[src/rtl/dwb_pkg.sv]
package dwb_pkg;
  // Element life cycle. Invalid = WAIT or LATE, copyback = LATE.
  typedef enum logic [1:0] {
    SLOT_IDLE = 2'd0,  // free
    SLOT_WAIT = 2'd1,  // claimed, result outstanding, pointer not yet there
    SLOT_HELD = 2'd2,  // result parked, waiting for the pointer
    SLOT_LATE = 2'd3   // pointer passed, result still outstanding
  } slot_st_e;
endpackage

[src/rtl/dwb_ptr.sv]
module dwb_ptr #(
  parameter int DEPTH = 8,
  parameter int LAT_W = 5,
  localparam int IDX_W = $clog2(DEPTH)
) (
  input  logic             clk_i,
  input  logic             rst_ni,
  input  logic             step_i,
  input  logic [LAT_W-1:0] lat_i,
  output logic [IDX_W-1:0] ptr_o,
  output logic [IDX_W-1:0] tgt_o,
  output logic             lat_ok_o
);
  logic [IDX_W-1:0] ptr_q, ptr_d;
  logic [IDX_W-1:0] lat_m1;
  logic [IDX_W:0]   sum;

  assign lat_ok_o = (lat_i != '0) && (lat_i <= LAT_W'(DEPTH));
  assign lat_m1   = IDX_W'(lat_i - LAT_W'(1));
  assign sum      = {1'b0, ptr_q} + {1'b0, lat_m1};
  assign tgt_o    = (sum >= (IDX_W+1)'(DEPTH)) ? IDX_W'(sum - (IDX_W+1)'(DEPTH))
                                               : IDX_W'(sum);
  assign ptr_o    = ptr_q;

  always_comb begin
    ptr_d = (ptr_q == IDX_W'(DEPTH-1)) ? '0 : ptr_q + 1'b1;
  end

  always_ff @(posedge clk_i or negedge rst_ni) begin
    if (!rst_ni)     ptr_q <= '0;
    else if (step_i) ptr_q <= ptr_d;
  end

  assert_ptr_hold_R1: assert property (@(posedge clk_i) disable iff (!rst_ni)
    !step_i |=> $stable(ptr_q));
  assert_ptr_wrap_R1: assert property (@(posedge clk_i) disable iff (!rst_ni)
    (step_i && ptr_q == IDX_W'(DEPTH-1)) |=> (ptr_q == '0));
endmodule

[src/rtl/dwb_slots.sv]
module dwb_slots import dwb_pkg::*; #(
  parameter int DEPTH  = 8,
  parameter int REG_AW = 5,
  parameter int DATA_W = 32,
  localparam int IDX_W = $clog2(DEPTH)
) (
  input  logic              clk_i,
  input  logic              rst_ni,
  input  logic              step_i,
  input  logic [IDX_W-1:0]  ptr_i,
  input  logic              alloc_i,
  input  logic [IDX_W-1:0]  tgt_i,
  input  logic [REG_AW-1:0] areg_i,
  input  logic              cmpl_v_i,
  input  logic [IDX_W-1:0]  cmpl_idx_i,
  input  logic [DATA_W-1:0] cmpl_data_i,
  output logic              busy_o,
  output logic              late_v_o,
  output logic [REG_AW-1:0] late_reg_o,
  output logic [DATA_W-1:0] late_data_o,
  output logic              rel_v_o,
  output logic [REG_AW-1:0] rel_reg_o,
  output logic [DATA_W-1:0] rel_data_o
);
  slot_st_e          st_q [DEPTH];
  slot_st_e          st_d [DEPTH];
  logic [REG_AW-1:0] reg_q [DEPTH];
  logic [DATA_W-1:0] dat_q [DEPTH];
  logic [DEPTH-1:0]  inv_v, cb_v, held_v;

  for (genvar g = 0; g < DEPTH; g++) begin : g_flag
    assign inv_v[g]  = (st_q[g] == SLOT_WAIT) || (st_q[g] == SLOT_LATE);
    assign cb_v[g]   = (st_q[g] == SLOT_LATE);
    assign held_v[g] = (st_q[g] == SLOT_HELD);
  end

  // Result arriving for an overdue element, or exactly as the pointer reaches it.
  assign late_v_o    = cmpl_v_i && (cb_v[cmpl_idx_i] ||
                       (step_i && (cmpl_idx_i == ptr_i) && inv_v[cmpl_idx_i]));
  assign late_reg_o  = reg_q[cmpl_idx_i];
  assign late_data_o = cmpl_data_i;

  // Parked result released by the pointer.
  assign rel_v_o    = step_i && held_v[ptr_i];
  assign rel_reg_o  = reg_q[ptr_i];
  assign rel_data_o = dat_q[ptr_i];

  assign busy_o = inv_v[tgt_i] || (held_v[tgt_i] && (tgt_i != ptr_i));

  always_comb begin
    for (int i = 0; i < DEPTH; i++) begin
      st_d[i] = st_q[i];
      if (step_i && ptr_i == IDX_W'(i)) begin
        if (st_q[i] == SLOT_HELD)      st_d[i] = SLOT_IDLE;
        else if (st_q[i] == SLOT_WAIT) st_d[i] = SLOT_LATE;
      end
      if (cmpl_v_i && cmpl_idx_i == IDX_W'(i)) begin
        if (st_q[i] == SLOT_LATE ||
            (st_q[i] == SLOT_WAIT && step_i && ptr_i == IDX_W'(i)))
          st_d[i] = SLOT_IDLE;
        else if (st_q[i] == SLOT_WAIT)
          st_d[i] = SLOT_HELD;
      end
      if (alloc_i && tgt_i == IDX_W'(i))
        st_d[i] = (tgt_i == ptr_i) ? SLOT_LATE : SLOT_WAIT;
    end
  end

  always_ff @(posedge clk_i or negedge rst_ni) begin
    if (!rst_ni) begin
      for (int i = 0; i < DEPTH; i++) st_q[i] <= SLOT_IDLE;
    end else begin
      for (int i = 0; i < DEPTH; i++) st_q[i] <= st_d[i];
    end
  end

  always_ff @(posedge clk_i) begin
    for (int i = 0; i < DEPTH; i++) begin
      if (alloc_i && tgt_i == IDX_W'(i)) reg_q[i] <= areg_i;
      if (cmpl_v_i && cmpl_idx_i == IDX_W'(i) && st_q[i] == SLOT_WAIT)
        dat_q[i] <= cmpl_data_i;
    end
  end

  assert_alloc_busy_R8: assert property (@(posedge clk_i) disable iff (!rst_ni)
    alloc_i |=> inv_v[$past(tgt_i)]);
  assert_late_frees_R11: assert property (@(posedge clk_i) disable iff (!rst_ni)
    late_v_o |=> !inv_v[$past(cmpl_idx_i)]);
endmodule

[src/rtl/dwb_wport.sv]
module dwb_wport #(
  parameter int REG_AW = 5,
  parameter int DATA_W = 32
) (
  input  logic              clk_i,
  input  logic              rst_ni,
  input  logic              late_v_i,
  input  logic [REG_AW-1:0] late_reg_i,
  input  logic [DATA_W-1:0] late_data_i,
  input  logic              rel_v_i,
  input  logic [REG_AW-1:0] rel_reg_i,
  input  logic [DATA_W-1:0] rel_data_i,
  output logic              hold_o,
  output logic              wr_en_o,
  output logic [REG_AW-1:0] wr_reg_o,
  output logic [DATA_W-1:0] wr_data_o
);
  logic              hold_q, hold_d, hload;
  logic [REG_AW-1:0] hreg_q;
  logic [DATA_W-1:0] hdat_q;

  always_comb begin
    wr_en_o   = 1'b0;
    wr_reg_o  = late_reg_i;
    wr_data_o = late_data_i;
    hold_d    = hold_q;
    hload     = 1'b0;
    if (late_v_i) begin
      wr_en_o = 1'b1;
      if (rel_v_i) begin
        hload  = 1'b1;
        hold_d = 1'b1;
      end
    end else if (hold_q) begin
      wr_en_o   = 1'b1;
      wr_reg_o  = hreg_q;
      wr_data_o = hdat_q;
      hold_d    = 1'b0;
    end else if (rel_v_i) begin
      wr_en_o   = 1'b1;
      wr_reg_o  = rel_reg_i;
      wr_data_o = rel_data_i;
    end
  end

  always_ff @(posedge clk_i or negedge rst_ni) begin
    if (!rst_ni) hold_q <= 1'b0;
    else         hold_q <= hold_d;
  end

  always_ff @(posedge clk_i) begin
    if (hload) begin
      hreg_q <= rel_reg_i;
      hdat_q <= rel_data_i;
    end
  end

  assign hold_o = hold_q;

  assert_no_overrun_R9: assert property (@(posedge clk_i) disable iff (!rst_ni)
    hold_q |-> !rel_v_i);
  assert_hold_drain_R9: assert property (@(posedge clk_i) disable iff (!rst_ni)
    (hold_q && !late_v_i) |=> !hold_q);
endmodule

[src/rtl/delayed_wb_buffer.sv]
module delayed_wb_buffer #(
  parameter int DEPTH  = 8,
  parameter int REG_AW = 5,
  parameter int DATA_W = 32,
  localparam int IDX_W = $clog2(DEPTH),
  localparam int LAT_W = $clog2(DEPTH) + 2
) (
  input  logic              clk_i,
  input  logic              rst_ni,
  input  logic              adv_i,
  input  logic              alloc_v_i,
  input  logic [REG_AW-1:0] alloc_reg_i,
  input  logic [LAT_W-1:0]  alloc_lat_i,
  output logic [IDX_W-1:0]  alloc_idx_o,
  output logic              stall_o,
  input  logic              cmpl_v_i,
  input  logic [IDX_W-1:0]  cmpl_idx_i,
  input  logic [DATA_W-1:0] cmpl_data_i,
  output logic              wr_en_o,
  output logic [REG_AW-1:0] wr_reg_o,
  output logic [DATA_W-1:0] wr_data_o
);
  logic              step, alloc_fire, lat_ok, busy, hold;
  logic [IDX_W-1:0]  ptr, tgt;
  logic              late_v, rel_v;
  logic [REG_AW-1:0] late_reg, rel_reg;
  logic [DATA_W-1:0] late_data, rel_data;

  assign stall_o     = adv_i && (hold || (alloc_v_i && (!lat_ok || busy)));
  assign step        = adv_i && !stall_o;
  assign alloc_fire  = step && alloc_v_i;
  assign alloc_idx_o = tgt;

  dwb_ptr #(.DEPTH(DEPTH), .LAT_W(LAT_W)) u_ptr (
    .clk_i(clk_i), .rst_ni(rst_ni), .step_i(step), .lat_i(alloc_lat_i),
    .ptr_o(ptr), .tgt_o(tgt), .lat_ok_o(lat_ok)
  );

  dwb_slots #(.DEPTH(DEPTH), .REG_AW(REG_AW), .DATA_W(DATA_W)) u_slots (
    .clk_i(clk_i), .rst_ni(rst_ni), .step_i(step), .ptr_i(ptr),
    .alloc_i(alloc_fire), .tgt_i(tgt), .areg_i(alloc_reg_i),
    .cmpl_v_i(cmpl_v_i), .cmpl_idx_i(cmpl_idx_i), .cmpl_data_i(cmpl_data_i),
    .busy_o(busy), .late_v_o(late_v), .late_reg_o(late_reg), .late_data_o(late_data),
    .rel_v_o(rel_v), .rel_reg_o(rel_reg), .rel_data_o(rel_data)
  );

  dwb_wport #(.REG_AW(REG_AW), .DATA_W(DATA_W)) u_wport (
    .clk_i(clk_i), .rst_ni(rst_ni),
    .late_v_i(late_v), .late_reg_i(late_reg), .late_data_i(late_data),
    .rel_v_i(rel_v), .rel_reg_i(rel_reg), .rel_data_i(rel_data),
    .hold_o(hold), .wr_en_o(wr_en_o), .wr_reg_o(wr_reg_o), .wr_data_o(wr_data_o)
  );

  assert_late_same_cycle_R4: assert property (@(posedge clk_i) disable iff (!rst_ni)
    late_v |-> (wr_en_o && wr_data_o == cmpl_data_i));
  assert_stall_blocks_alloc_R7: assert property (@(posedge clk_i) disable iff (!rst_ni)
    (adv_i && alloc_v_i && !lat_ok) |-> stall_o);
endmodule

[config.mk]
export PLATFORM = sky130hd
export DESIGN_NAME = delayed_wb_buffer
export DESIGN_NICKNAME = d
export VERILOG_FILES = /design/src/rtl/dwb_pkg.sv /design/src/rtl/dwb_ptr.sv /design/src/rtl/dwb_slots.sv /design/src/rtl/dwb_wport.sv /design/src/rtl/delayed_wb_buffer.sv
export SDC_FILE = /design/constraint.sdc
export NUM_CORES = 1
export LEC_CHECK = 0
export ABC_AREA = 1
export BUFFER_PORTS_ARGS = -buffer_cell sky130_fd_sc_hd__buf_2
export CAP_MARGIN = 20
export CORE_AREA = 2 2 169 188
export DETAILED_ROUTE_END_ITERATION = 8
export DIE_AREA = 0 0 171 190
export PLACE_DENSITY = 0.79
export SLEW_MARGIN = 5
export SYNTH_ARGS = -nofsm -noshare
export SYNTH_HDL_FRONTEND = slang
export SYNTH_SLANG_ARGS = --single-unit
[constraint.sdc]
create_clock -name clk_i -period 5.6 [get_ports clk_i]
set_input_delay 1.12 -clock clk_i [delete_from_list [all_inputs] [get_ports clk_i]]
set_output_delay 1.12 -clock clk_i [all_outputs]
set_load 0.1 [all_outputs]
# After elaboration in Yosys (flattened, before gate mapping)
# Memory sizes are Yosys's and may differ from the RTL's.
# Index checks and enable logic that the tools add are counted.
dict set report classes {
  muxes 155
  magnitude_cmp 5
  div 0
  n_shift 0
  n_reduce_logical 98
  add_sub_neg 4
  bitwise_logic 0
  n_mul 0
  eq_ne 49
}
# cell count
set op_table {}
lappend op_table {{2-to-1 mux 32 bit} 10}
lappend op_table {{OR reduction 32 bit} 7}
lappend op_table {{2-to-1 mux 2 bit} 57}
lappend op_table {{logical AND 1 bit} 58}
lappend op_table {{2-to-1 mux 1 bit} 57}
lappend op_table {{2-to-1 mux 5 bit} 10}
lappend op_table {{2-to-1 mux 3 bit} 16}
lappend op_table {{equality test 3 bit, second input constant} 12}
lappend op_table {{OR reduction 5 bit} 7}
lappend op_table {{equality test 2 bit, second input constant} 16}
lappend op_table {{logical OR 1 bit} 20}
lappend op_table {{equality test 3 x 2 -> 1 bit, second input constant} 6}
lappend op_table {{equality test 2 x 1 -> 1 bit, second input constant} 8}
lappend op_table {{binary-select mux 1 bit (select 3 bit)} 5}
lappend op_table {{< comparator 3 x 4 -> 1 bit, second input constant} 3}
lappend op_table {{equality test 3 x 1 -> 1 bit, second input constant} 3}
lappend op_table {{zero test 3 bit} 3}
lappend op_table {{equality test 3 bit} 2}
lappend op_table {{subtractor 3 x 1 -> 3 bit, second input constant} 2}
lappend op_table {{<= comparator 5 x 4 -> 1 bit, second input constant} 1}
lappend op_table {{nonzero test 5 bit} 1}
lappend op_table {{adder 3 x 3 -> 4 bit} 1}
lappend op_table {{>= comparator 4 bit, second input constant} 1}
lappend op_table {{adder 3 x 1 -> 3 bit, second input constant} 1}
lappend op_table {{3 further kinds} 4}
dict set report totals {
  out_inout_bits 42
  inputBits 50
  latchBits 0
  mem_bits_rw 296
  mem_bits_ro 0
  word_cells 325
  memories 2
  regBits 57
}
# name depth word_bits read_ports rd_clocked_by_memory_dff write_ports line
set memory_table {}
lappend memory_table {u_slots.dat_q 8 32 1 0 1 dwb_slots.sv:28} ;# logic [DATA_W-1:0] dat_q [DEPTH];
lappend memory_table {u_slots.reg_q 8 5 2 0 1 dwb_slots.sv:27} ;# logic [REG_AW-1:0] reg_q [DEPTH];

# Logic depth before layout (Yosys ltp)
dict set report logic_depth {
  ltp_word 26
  ltp_mapped 22
  mapped_depth_nobuf 21
}

# Cells and area by module
# From an unflattened synthesis, not the netlist that was laid out.
dict set report hier_totals {
  hier_cells 1544
  area_unflattened_um2 15950.3
}
# module instances seq_area_each_um2 cells_each area_per_inst_um2
set by_module_without_submodules {}
lappend by_module_without_submodules {dwb_slots 1 9288.9 1169 13173.9}
lappend by_module_without_submodules {dwb_wport 1 1136.1 323 2431.1}
lappend by_module_without_submodules {dwb_ptr 1 75.1 40 282.8}
lappend by_module_without_submodules {delayed_wb_buffer 1 0.0 12 62.6}

# Least setup slack after synthesis
# No wires, ideal clock.
dict set report synth_timing {
  path_kind {input to output}
  start {input alloc_lat_i[0]}
  end {output stall_o}
  stages 15
  arrival_time_ns 5.718
  required_ns 4.480
  path_buffers 1
  slack_ns -1.238
  path_cell_list {inv_1 ha_1 inv_1 fa_1 buf_4 inv_2 nor2_1 nand2_1 nand2_1 nor2_1 nand2_1 nand3_1 nand2_2 nand2_4 a21boi_0}
}
dict set report synth_via {
  elab_chain_len 12
  elab_cells_between_ends 20
  cone_classes {add/sub (3); order compare (2); eq/ne (1); mux (5); reduce/logical (9)}
}
# item line
set synth_lines {}
lappend synth_lines {{start: declaration} delayed_wb_buffer.sv:13} ;# input logic [LAT_W-1:0] alloc_lat_i,
lappend synth_lines {{subtractor 3 x 1 -> 3 bit (*)} dwb_ptr.sv:19} ;# assign lat_m1 = IDX_W'(lat_i - LAT_W'(1));
lappend synth_lines {{adder 3 x 3 -> 4 bit (*)} dwb_ptr.sv:20} ;# assign sum = {1'b0, ptr_q} + {1'b0, lat_m1};
lappend synth_lines {{>= comparator 4 bit / subtractor 3 x 1 -> 3 bit (equally long branches)} dwb_ptr.sv:21} ;# assign tgt_o = (sum >= (IDX_W+1)'(DEPTH)) ? IDX_W'(sum - (IDX_W+1)'(DEPTH))
lappend synth_lines {{2-to-1 mux 3 bit (*)} dwb_ptr.sv:21}
lappend synth_lines {{named net alloc_idx_o[1]} delayed_wb_buffer.sv:14} ;# output logic [IDX_W-1:0] alloc_idx_o,
lappend synth_lines {{binary-select mux 1 bit (select 3 bit)} dwb_slots.sv:48} ;# assign busy_o = inv_v[tgt_i] || (held_v[tgt_i] && (tgt_i != ptr_i));
lappend synth_lines {{2-to-1 mux 1 bit (not written as such)} dwb_slots.sv:48}
lappend synth_lines {{logical AND 1 bit} dwb_slots.sv:48}
lappend synth_lines {{logical OR 1 bit (*)} dwb_slots.sv:48}
lappend synth_lines {{logical OR 1 bit (*)} delayed_wb_buffer.sv:29} ;# assign stall_o = adv_i && (hold || (alloc_v_i && (!lat_ok || busy)));
lappend synth_lines {{logical AND 1 bit (*)} delayed_wb_buffer.sv:29}
lappend synth_lines {{logical OR 1 bit (*)} delayed_wb_buffer.sv:29}
lappend synth_lines {{logical AND 1 bit (*)} delayed_wb_buffer.sv:29}
lappend synth_lines {{end: declaration} delayed_wb_buffer.sv:15} ;# output logic stall_o,
# Mark *: on every way through the listed nets, which the timed path passes. The rest lies on a longest branch. The select of a mux whose other input is x is not followed.

# Worst setup path after layout
dict set report layout_timing {
  start {input alloc_lat_i[0]}
  end {output wr_reg_o[4]}
}
dict set report layout_via {
  elab_chain_len 19
  elab_cells_between_ends 30
  cone_classes {add/sub (3); order compare (2); eq/ne (1); mux (8); reduce/logical (16)}
}
# item line
set layout_lines {}
lappend layout_lines {{subtractor 3 x 1 -> 3 bit} dwb_ptr.sv:19}
lappend layout_lines {{adder 3 x 3 -> 4 bit} dwb_ptr.sv:20}
lappend layout_lines {{>= comparator 4 bit / subtractor 3 x 1 -> 3 bit (equally long branches)} dwb_ptr.sv:21}
lappend layout_lines {{2-to-1 mux 3 bit} dwb_ptr.sv:21}
lappend layout_lines {{binary-select mux 1 bit (select 3 bit)} dwb_slots.sv:48}
lappend layout_lines {{2-to-1 mux 1 bit (not written as such)} dwb_slots.sv:48}
lappend layout_lines {{logical AND 1 bit} dwb_slots.sv:48}
lappend layout_lines {{logical OR 1 bit} dwb_slots.sv:48}
lappend layout_lines {{(+2 left out)} n/a}
lappend layout_lines {{logical OR 1 bit (*)} delayed_wb_buffer.sv:29}
lappend layout_lines {{logical AND 1 bit (*)} delayed_wb_buffer.sv:29}
lappend layout_lines {{zero test 1 bit (*)} delayed_wb_buffer.sv:30} ;# assign step = adv_i && !stall_o;
lappend layout_lines {{logical AND 1 bit (*)} delayed_wb_buffer.sv:30}
lappend layout_lines {{logical AND 1 bit (2 in a row)} dwb_slots.sv:39} ;# (step_i && (cmpl_idx_i == ptr_i) && inv_v[cmpl_idx_i]));
lappend layout_lines {{logical OR 1 bit} dwb_slots.sv:38} ;# assign late_v_o = cmpl_v_i && (cb_v[cmpl_idx_i] ||
lappend layout_lines {{logical AND 1 bit} dwb_slots.sv:38}
lappend layout_lines {{2-to-1 mux 5 bit (*)} dwb_wport.sv:28} ;# if (late_v_i) begin
lappend layout_lines {{end: declaration} delayed_wb_buffer.sv:20} ;# output logic [REG_AW-1:0] wr_reg_o,
# Mark *: on every way between the ends. The rest lies on a longest branch, timed or not. The select of a mux whose other input is x is not followed.

==> flow_metrics.env <==
export IMPL_critical_path_reg2reg_startpoint="u_ptr.ptr_o[0]"
export IMPL_post_route_cells_drive_above_1_share=0.149
export IMPL_synth_largest_area_cell="sky130_fd_sc_hd__edfxtp_1"
export IMPL_root_buffer="sky130_fd_sc_hd__clkbuf_16"
export IMPL_netlist_area_sq_mm=0.0160
export IMPL_first_drt_iteration_drcs=1223
export IMPL_synth_area_mux_share=0
export IMPL_die_w_um=171
export IMPL_fillCellCount=2379
export IMPL_grt_setup_unrepaired="false"
export IMPL_first_global_vias=11600
export IMPL_gr_usage_met1=0.315
export IMPL_cts_sink_count=353
export IMPL_area_growth_pct=17.1
export IMPL_max_slew_worst_pin_slew_ns=1.09
export IMPL_die_height_um=190
export IMPL_status="complete, no violations"
export IMPL_reg2reg_setup_slack_ns=1.84
export IMPL_worstReg2RegEnd="u_wport.hdat_q[8]"
export IMPL_final_period_utilization=0.950
export IMPL_worstPathArrival_ns=4.20
export IMPL_netlist_instances=1542
export IMPL_clk_transition_reported_paths_ns=0.07
export IMPL_vias=11700
export IMPL_final_min_clock_period_ns=5.32
export IMPL_route_detailed_wl_per_inst_um=19.5
export IMPL_power_static_leakage_nw=7.14
export IMPL_synth_top_area_share=0.625
export IMPL_drt_drc_violations_left=0
export IMPL_total_global_routing_overflow=0
export IMPL_netlist_top_cells_area="sky130_fd_sc_hd__edfxtp_1 (63%), sky130_fd_sc_hd__nand2_1 (7.1%), sky130_fd_sc_hd__o21ai_0 (6.5%)"
export IMPL_finalSetupViolCount=0
export IMPL_path_common_cell="sky130_fd_sc_hd__nand2_1"
export IMPL_timing_clock_skew_ns=0.0213
export IMPL_cp_start_kind="primary input"
export IMPL_path_max_fanout=38
export IMPL_clk_path_buf_depth=3
export IMPL_sequential_element_share_of_the_synthesized_area=0.657
export IMPL_share_of_synthesized_cell_area_in_and_or_nand_and_nor_gates=0.141
export IMPL_r2r_cells=17
export IMPL_tns_ns=0
export IMPL_io_pins=92
export IMPL_fin_nets=1674
export IMPL_post_layout_nonfiller_instances=2063
export IMPL_tritoncts="yes"
export IMPL_count_of_endpoints_failing_hold_in_the_final_timing_report=0
export IMPL_worst_hold_path_type="in2async"
export IMPL_clkLatencyLatePin_ns=0.53
export IMPL_groute_layer_met2_usage=0.412
export IMPL_yosys_area_share_adder=0.00751
export IMPL_yosys_warnings=0
export IMPL_worstPathCellList="buf_2, inv_1, ha_1, inv_1, fa_2, nor2_1, nand2_1, nand2_1, nor2_1, nand2_1, nand3_1, nand2_2, nand2_4, nand4_4, buf_4, o21ai_0, nand2_1, nand2_1, buf_12"
export IMPL_synth_xor_xnor_area_share=0.00329
export IMPL_power_per_cell_area_mw_per_mm2=524
export IMPL_antenna_left=0
export IMPL_dp_cell_count=1995
export IMPL_endpoint_kind="output port"
export IMPL_globalRouteMet3Util=0.0325
export IMPL_dominant_combinational_cell_family_by_area_after_synthesis="simple AND/OR/NAND/NOR gates"
export IMPL_die_area_sq_mm=0.0325
export IMPL_post_dp_hpwl_mm=23.7
export IMPL_gp_congestion=0.949
export IMPL_setup_worst_path_class="in2out"
export IMPL_total_power_mw=9.82
export IMPL_drv_max_cap_violation_count=0
export IMPL_syn_num_nets=1601
export IMPL_dr_pass1_iters=8
export IMPL_cts_buffers_inserted=34
export IMPL_fp_coreArea_sq_mm=0.0308
export IMPL_max_freq_mhz=188
export IMPL_report_final_slew_viol_count=0
export IMPL_power_ir_vdd_worst_uv=361
export IMPL_grt_busiest_layer="met2"
export IMPL_cts_hold_repair_buffers=0
export IMPL_stdcell_area_sq_mm=0.0187
export IMPL_grt_first_pass_wirelength_mm=61.1
export IMPL_syn_mean_instance_area_sq_um=10.4
export IMPL_post_dp_cell_area_sq_mm=0.0175
export IMPL_cp_slowest_cell="sky130_fd_sc_hd__fa_2"
export IMPL_grt_max_degree=117
export IMPL_io_buffers=91
export IMPL_relSlewSlack=0.270
export IMPL_critical_path_max_stage_delay_ns=0.66
export IMPL_placement_rows=68
export IMPL_vias_per_cell=5.69
export IMPL_grt_antenna_before_repair=1
export IMPL_synth_distinct_cells=34
export IMPL_h_tree_depth=2
export IMPL_cp_data_required_time_ns=4.48
export IMPL_synth_compound_area_share=0.126
export IMPL_globalRouteTotalUtil=0.245
export IMPL_postRouteWirelength_mm=40.2
export IMPL_initial_core_util=0.519
export IMPL_number_of_storage_elements_in_the_synthesis_netlist=353
[per-stage QoR]
step	util	hold WS, ns	setup WS [ns]
floorplan	-	0.587	0.0910
global placement	0.568	0.639	0.165
detailed placement	0.569	0.657	0.105
CTS	0.605	0.556	0.0991
global route	0.608	0.586	0.0398
finish	0.608	0.557	0.277
[worst max-delay path, delay by kind of cell]
kind / cells / cell delay (ns)
simple gates: 11 / 1.00
fa+ha+maj: 2 / 0.93
buf+inv: 5 / 0.66
compound gates: 1 / 0.46
[state kept, by name (all words and copies together), names as in the netlist]
signal / count
u_slots.dat_q: 256
u_slots.reg_q: 40
u_wport.hdat_q: 32
u_slots.st_q: 16
u_wport.hreg_q: 5
u_ptr.ptr_o: 3
u_wport.hold_o: 1
[cell families (layout without fill, tap and decap cells)]
family                   after synthesis  after routing
other                                  0              2
flip-flops                           353            353
AO/OA/AOI/OAI                        371            372
AND/OR/NAND/NOR                      553            553
adder cells (fa/ha/maj)                9              9
buffers and inverters                250            348
XOR/XNOR                               6              6
[metal layers]
layer / vias up / wire, um / part of all wire
met5: - / 0 / 0
met4: 0 / 1630 / 0.041
met3: 99 / 3210 / 0.080
met2: 601 / 19600 / 0.49
met1: 5602 / 15700 / 0.39
li1: 5439 / - / -
[how the worst max path moves through the flow]
| stage | startpoint | end | cells after the start |
|---|---|---|---|
| CTS | alloc_lat_i[0] | wr_data_o[5] | 21 |
| global placement | alloc_lat_i[0] | wr_data_o[5] | 21 |
| floorplan | alloc_lat_i[0] | wr_reg_o[4] | 18 |
| global route | alloc_lat_i[0] | wr_data_o[3] | 22 |
| finish | alloc_lat_i[0] | wr_reg_o[4] | 19 |
| detailed placement | alloc_lat_i[0] | wr_data_o[17] | 21 |
[power breakdown]
part / switching, mW / internal, mW / leakage, nW / total, mW
clock: 0.955 / 1.34 / 0.539 / 2.30
sequential: 0.109 / 3.10 / 3.25 / 3.21
combinational: 3.05 / 1.27 / 3.36 / 4.32
total: 4.11 / 5.71 / 7.14 / 9.82
[cell usage in the layout (no fill, tap or decap), types with 18 or more instances in the layout]
cell type / instances
sky130_fd_sc_hd__nand2_2: 49
sky130_fd_sc_hd__buf_2: 53
sky130_fd_sc_hd__nand3_1: 21
sky130_fd_sc_hd__a21oi_1: 29
sky130_fd_sc_hd__inv_1: 158
sky130_fd_sc_hd__o21ai_0: 207
sky130_fd_sc_hd__clkbuf_16: 35
sky130_fd_sc_hd__buf_12: 42
sky130_fd_sc_hd__nor2_1: 178
sky130_fd_sc_hd__nand2_1: 273
sky130_fd_sc_hd__edfxtp_1: 333
sky130_fd_sc_hd__o22ai_1: 68
sky130_fd_sc_hd__o21ai_1: 45
sky130_fd_sc_hd__buf_4: 22
sky130_fd_sc_hd__dfrtp_1: 18
[Yosys cell counts]
master,number
sky130_fd_sc_hd__a211oi_1,3
sky130_fd_sc_hd__a21boi_0,1
sky130_fd_sc_hd__a21oi_1,29
sky130_fd_sc_hd__a21oi_2,1
sky130_fd_sc_hd__a31oi_1,4
sky130_fd_sc_hd__buf_1,5
sky130_fd_sc_hd__buf_2,15
sky130_fd_sc_hd__buf_4,3
sky130_fd_sc_hd__buf_6,9
sky130_fd_sc_hd__buf_8,1
sky130_fd_sc_hd__clkbuf_1,51
sky130_fd_sc_hd__dfrtp_1,20
sky130_fd_sc_hd__edfxtp_1,333
sky130_fd_sc_hd__fa_1,1
sky130_fd_sc_hd__ha_1,8
sky130_fd_sc_hd__inv_1,161
sky130_fd_sc_hd__inv_2,5
sky130_fd_sc_hd__nand2_1,303
sky130_fd_sc_hd__nand2_2,19
sky130_fd_sc_hd__nand2_4,2
sky130_fd_sc_hd__nand3_1,21
sky130_fd_sc_hd__nand3_2,1
sky130_fd_sc_hd__nand4_1,16
sky130_fd_sc_hd__nand4_4,2
sky130_fd_sc_hd__nor2_1,187
sky130_fd_sc_hd__nor2_4,1
sky130_fd_sc_hd__nor3_1,1
sky130_fd_sc_hd__o21ai_0,207
sky130_fd_sc_hd__o21ai_1,45
sky130_fd_sc_hd__o21ai_4,1
sky130_fd_sc_hd__o22ai_1,68
sky130_fd_sc_hd__o2bb2ai_1,12
sky130_fd_sc_hd__xnor2_1,2
sky130_fd_sc_hd__xor2_1,4
[timing repair]
item | CTS | global route
setup buffers | 0 | 2
endpoints found under the setup margin | 0 | 37
gates resized for setup | 0 | 4
[cell type report]
type,count,area [sq um],area share
clock buffer,44,910,0.0486
timing repair buffer,120,1340,0.0716
sequential,353,10500,0.561
antenna,2,5.00,0.000267
tap,420,526,0.0281
clock inverter,18,210,0.0112
multi-input combinational,940,4610,0.246
inverter,166,626,0.0334
Power figures use the tool's default switching activity.
